### src/rtl/nmi_acc_pkg.sv
package nmi_acc_pkg;

    typedef enum logic [0:0] {
        ST_IDLE    = 1'b0,
        ST_PENDING = 1'b1
    } nmi_state_e;

    localparam int unsigned NMI_PRIORITY = 16;

endpackage

### src/rtl/nmi_pin_sync.sv
module nmi_pin_sync #(
    parameter int unsigned STAGES = 2
) (
    input  logic clk,
    input  logic rst_n,
    input  logic pin_async,
    output logic pin_sync
);
    logic [STAGES-1:0] chain_q;

    generate
        if (STAGES == 1) begin : g_single
            always_ff @(posedge clk or negedge rst_n) begin
                if (!rst_n) chain_q <= '0;
                else        chain_q <= pin_async;
            end
        end else begin : g_multi
            always_ff @(posedge clk or negedge rst_n) begin
                if (!rst_n) chain_q <= '0;
                else        chain_q <= {chain_q[STAGES-2:0], pin_async};
            end
        end
    endgenerate

    assign pin_sync = chain_q[STAGES-1];
endmodule

### src/rtl/nmi_blank_timer.sv
module nmi_blank_timer #(
    parameter int unsigned BLANK_CYCLES = 20
) (
    input  logic clk,
    input  logic rst_n,
    input  logic sel,
    output logic blank
);
    localparam int unsigned CW = $clog2(BLANK_CYCLES + 1);

    logic          sel_q;
    logic [CW-1:0] remain_q;
    logic          sel_moved;

    assign sel_moved = (sel != sel_q);

    always_ff @(posedge clk or negedge rst_n) begin
        if (!rst_n) begin
            sel_q    <= 1'b0;
            remain_q <= '0;
        end else begin
            sel_q <= sel;
            if (sel_moved)
                remain_q <= CW'(BLANK_CYCLES);
            else if (remain_q != '0)
                remain_q <= remain_q - 1'b1;
        end
    end

    assign blank = sel_moved || (remain_q != '0);
endmodule

### src/rtl/nmi_edge_detect.sv
module nmi_edge_detect (
    input  logic clk,
    input  logic rst_n,
    input  logic level_in,
    input  logic rise_sel,
    input  logic blank,
    output logic edge_hit
);
    logic prev_q;
    logic rose_now;
    logic fell_now;

    always_ff @(posedge clk or negedge rst_n) begin
        if (!rst_n) prev_q <= 1'b0;
        else        prev_q <= level_in;
    end

    assign rose_now = level_in & ~prev_q;
    assign fell_now = ~level_in & prev_q;
    assign edge_hit = ~blank & (rise_sel ? rose_now : fell_now);
endmodule

### src/rtl/nmi_accept_fsm.sv
module nmi_accept_fsm
    import nmi_acc_pkg::*;
#(
    parameter int unsigned LEVEL_W = 5
) (
    input  logic               clk,
    input  logic               rst_n,
    input  logic               edge_hit,
    input  logic               bl_override,
    input  logic               mask_all,
    input  logic               cpu_block,
    input  logic               low_power,
    input  logic               ack,
    output logic               req,
    output logic [LEVEL_W-1:0] level,
    output logic               wake
);
    nmi_state_e state_q, state_d;
    logic       gate_open;
    logic       take;
    logic       wake_q;

    assign gate_open = ~mask_all & (bl_override | ~cpu_block | low_power);
    assign take      = edge_hit & gate_open;

    always_comb begin
        state_d = state_q;
        unique case (state_q)
            ST_IDLE:    if (take)        state_d = ST_PENDING;
            ST_PENDING: if (ack && !take) state_d = ST_IDLE;
        endcase
    end

    always_ff @(posedge clk or negedge rst_n) begin
        if (!rst_n) begin
            state_q <= ST_IDLE;
            wake_q  <= 1'b0;
        end else begin
            state_q <= state_d;
            wake_q  <= take & low_power;
        end
    end

    always_comb begin
        req   = 1'b0;
        level = '0;
        unique case (state_q)
            ST_IDLE: begin
                req   = 1'b0;
                level = '0;
            end
            ST_PENDING: begin
                req   = 1'b1;
                level = LEVEL_W'(NMI_PRIORITY);
            end
        endcase
    end

    assign wake = wake_q;
endmodule

### src/rtl/nmi_edge_acceptor.sv
module nmi_edge_acceptor #(
    parameter int unsigned SYNC_STAGES  = 2,
    parameter int unsigned BLANK_CYCLES = 20,
    parameter int unsigned LEVEL_W      = 5
) (
    input  logic               clk,
    input  logic               rst_n,
    input  logic               nmi_pin,
    input  logic               edge_rise,
    input  logic               bl_override,
    input  logic               mask_all,
    input  logic               cpu_block,
    input  logic               low_power,
    input  logic               ack,
    output logic               nmi_req,
    output logic [LEVEL_W-1:0] nmi_level,
    output logic               wake_pulse
);
    logic pin_s;
    logic blank;
    logic edge_hit;

    nmi_pin_sync #(.STAGES(SYNC_STAGES)) u_sync (
        .clk       (clk),
        .rst_n     (rst_n),
        .pin_async (nmi_pin),
        .pin_sync  (pin_s)
    );

    nmi_blank_timer #(.BLANK_CYCLES(BLANK_CYCLES)) u_blank (
        .clk   (clk),
        .rst_n (rst_n),
        .sel   (edge_rise),
        .blank (blank)
    );

    nmi_edge_detect u_edge (
        .clk      (clk),
        .rst_n    (rst_n),
        .level_in (pin_s),
        .rise_sel (edge_rise),
        .blank    (blank),
        .edge_hit (edge_hit)
    );

    nmi_accept_fsm #(.LEVEL_W(LEVEL_W)) u_fsm (
        .clk         (clk),
        .rst_n       (rst_n),
        .edge_hit    (edge_hit),
        .bl_override (bl_override),
        .mask_all    (mask_all),
        .cpu_block   (cpu_block),
        .low_power   (low_power),
        .ack         (ack),
        .req         (nmi_req),
        .level       (nmi_level),
        .wake        (wake_pulse)
    );
endmodule

### config.mk
export PLATFORM = sky130hd
export DESIGN_NAME = nmi_edge_acceptor
export DESIGN_NICKNAME = d
export VERILOG_FILES = /design/src/rtl/nmi_acc_pkg.sv /design/src/rtl/nmi_pin_sync.sv /design/src/rtl/nmi_blank_timer.sv /design/src/rtl/nmi_edge_detect.sv /design/src/rtl/nmi_accept_fsm.sv /design/src/rtl/nmi_edge_acceptor.sv
export SDC_FILE = /design/constraint.sdc
export NUM_CORES = 1
export LEC_CHECK = 0
export BUFFER_PORTS_ARGS = -buffer_cell sky130_fd_sc_hd__buf_2
export CAP_MARGIN = 30
export CORE_AREA = 5 5 42 44
export CTS_CLUSTER_SIZE = 24
export DETAILED_ROUTE_END_ITERATION = 8
export DIE_AREA = 0 0 47 49
export MAX_ROUTING_LAYER = met4
export SYNTH_ARGS = -nofsm -noshare
export SYNTH_HDL_FRONTEND = slang
export SYNTH_HIERARCHICAL = 1
export SYNTH_SLANG_ARGS = --single-unit
### constraint.sdc
create_clock -name clk -period 2.26 [get_ports clk]
set_input_delay 0.226 -clock clk [delete_from_list [all_inputs] [get_ports clk]]
set_output_delay 0.226 -clock clk [all_outputs]
set_load 0.1 [all_outputs]
==> flow_summary.yaml <==
status:
  status: "finished clean"
logic_synthesis:
  synth_compound_area_share_pct: 12.3
  yosys_warnings: 6
  synth_common_cells: "dfrtp_1 (11), inv_1 (6), buf_4 (5)"
  synth.most_common_cell: "dfrtp_1"
  synth_top_family_by_area: "simple AND/OR/NAND/NOR gates"
  yosys.area_share.simple_pct: 15.7
  yosysTopAreaCellShare_pct: 53.0
  synth_top_area_cell: "dfrtp_1"
  netlist_instances: 47
  synth.cell_area_um2: 519
  synth_edf_count: 0
  ys_seq_area_share_pct: 53.0
  synth.area.top_cells: "dfrtp_1 (53%), buf_4 (7.2%), inv_1 (4.3%)"
  synth_cell_types: 24
  synthXorXnorAreaFrac_pct: 3.37
  synth_fa_ha_area_share_pct: 2.41
  yosys_register_bits: 11
  synthMuxAreaShare_pct: 0
  async_flop_share_pct: 100
  ys.flop_type: "dfrtp_1"
  syn_avg_cell_area_um2: 11.0
job:
  cap_violations: 0
final_layout:
  syn_to_final_growth_pct: 16.9
  fin_nets: 72
  design_area_um2: 607
  num_antenna_cells: 0
  drive_gt1_share_pct: 29.5
  nFillCells: 149
floorplanning:
  fp-row-count: 14
  dieArea_um2: 2300
  ios: 16
  core_area_um2: 1400
  initial_utilization_pct: 37.1
  die_h_um: 49
  chipWidth_um: 47
power_and_ir_drop:
  power_density_nw_per_um2: 819
  clock_power_share_pct: 26.2
  seqPwrFrac_pct: 49.8
  p_comb_share_pct: 24.0
  power.leakage_nw: 0.281
  p_sw_share_pct: 32.1
  peakVddDrop_mv: 0.398
  switching_power_mw: 0.160
  intPower_mw: 0.338
worst_setup_path:
  crit_path_top_delay_cell: "or4b_1"
  cp_common_cell: "inv_1"
  start_kind: "flop"
  worst_setup_path_end_kind: "flop"
  worstSetupPathType: "reg2reg"
  cp.arrival_ns: 2.04
  critPathMaxFanout: 3
  slowest_delay_ns: 0.46
  worstPathCellList: "inv_1, ha_1, or4b_1, or2_1, a21oi_1, inv_1, o32ai_2"
  required_ns: 2.43
clocking:
  post_cts_resized: 0
  ctsHoldBuffers: 1
  clk_pin_slew_ns: 0.07
  cts_setup_buffers: 0
  clock_sink_count: 11
  cts_buffers: 3
  clock_path_buffers: 2
  clk_latency_ns: 0.26
  root_buffer: "clkbuf_4"
  cts_tree: "built"
  htree_levels: 1
detailed_routing:
  drc_errors: 0
  routed_wl_um: 768
  ant_nets: 0
  firstDrtPassIters: 1
  drt-initial-drc-count: 0
  vias: 347
  wl_per_cell_um: 9.97
  routed_via_density: 4.51
timing:
  fin_skew_ns: 0.00810
  tns_ns: 0
  rsz0062_at_grt: "no"
  finalSetupViolations: 0
  maxSlewViolCount: 0
  max_freq_mhz: 535
  hold_viol: 0
  min_period_ns: 1.87
  post-route-period-util_pct: 82.7
grt:
  grt_use_total_pct: 8.78
  grt_max_degree: 12
  antenna_found_initial: 0
  grt_pass1_vias: 339
  grt_pass1_wl_um: 1390
  gr-total-overflow: 0
placed_design:
  place_area_um2: 571
  io_buffers: 11
  dp_hpwl_um: 618
  place.gp.congestion: 0.761
min_path:
  hold_class: "in2reg"
[cells by family after synthesis]
kind of cell,count (synthesis)
fa+ha+maj,1
compound gates,8
buf+inv,12
xor+xnor,2
simple gates,12
flops,11
other cells,1
[worst max-delay path, delay by kind of cell, from the launching register on]
| family | cells | cell delay [ns] |
|---|---|---|
| AOI/OAI and AO/OA | 2 | 0.35 |
| adders and majority gates | 1 | 0.18 |
| buffers and inverters | 2 | 0.13 |
| DFF | 1 | 0.40 |
| and+or+nand+nor | 2 | 0.70 |
[layout by cell type (no fill, tap or decap), drive strengths merged, types with 2 or more instances in the layout]
master  Yosys  routed
a21oi       3       3
nor2        2       2
buf         6      12
conb        1       4
nand2b      2       2
clkbuf      0       4
inv         6       6
dfrtp      11      11
nor3b       2       2
[final cells by class]
| class | count | area, um2 | area share, % |
|---|---|---|---|
| sequential | 11 | 275 | 45.4 |
| multi-input combinational | 27 | 190 | 31.3 |
| timing repair buffer | 13 | 72.6 | 12.0 |
| clock buffer | 4 | 26.3 | 4.33 |
| inverter | 6 | 22.5 | 3.71 |
| tap | 16 | 20.0 | 3.30 |
[final timing paths]
check,startpoint,to,slack [ns],depth (start not counted)
max reg2reg,u_blank/remain_q[0],u_fsm/state_q,0.39,7
max in group asynchronous,rst_n,u_fsm/state_q,1.71,2
min,nmi_pin,u_sync/chain_q[0],0.07,1
min reg2reg,u_sync/chain_q[0],u_sync/chain_q[1],0.35,0
min in group asynchronous,rst_n,u_blank/remain_q[1],0.35,2
max,u_blank/remain_q[0],u_fsm/state_q,0.39,7
[state kept, by name, summed over array words and instances (netlist names)]
register,count
u_sync/chain_q,2
u_blank/remain_q,5
u_fsm/wake,1
u_fsm/state_q,1
u_edge/prev_q,1
u_blank/sel_q,1
[through the flow]
step	hold slack, ns	power [mW]	worst slack, ns	std cells	util [%]
after global routing	0.0586	0.535	0.201	77	43.3
after detailed placement	0.110	0.372	0.416	72	40.7
after CTS	0.0574	0.508	0.385	77	43.3
after floorplan	-0.0696	0.348	0.399	50	-
final	0.0694	0.497	0.390	77	43.3
after global placement	0.107	0.370	0.458	72	40.7
[metal layers]
metal | share of wire [%] | routed length (um) | track usage, % | up-vias
met5 | 0 | 0 | - | -
met4 | 0.78 | 6 | 5.53 | 0
met3 | 6.1 | 47 | 3.32 | 2
met2 | 48 | 370 | 11.3 | 7
met1 | 45 | 343 | 11.2 | 163
li1 | - | - | - | 175
[power groups by stage]
stage / Combinational [mW] / Clock [mW] / Sequential [mW]
floorplan: 0.101 / 0 / 0.247
global placement: 0.118 / 0 / 0.252
detailed placement: 0.120 / 0 / 0.251
CTS: 0.122 / 0.139 / 0.248
global route: 0.136 / 0.149 / 0.250
finish: 0.119 / 0.130 / 0.248
No activity file was read; power rests on OpenSTA's default activity.
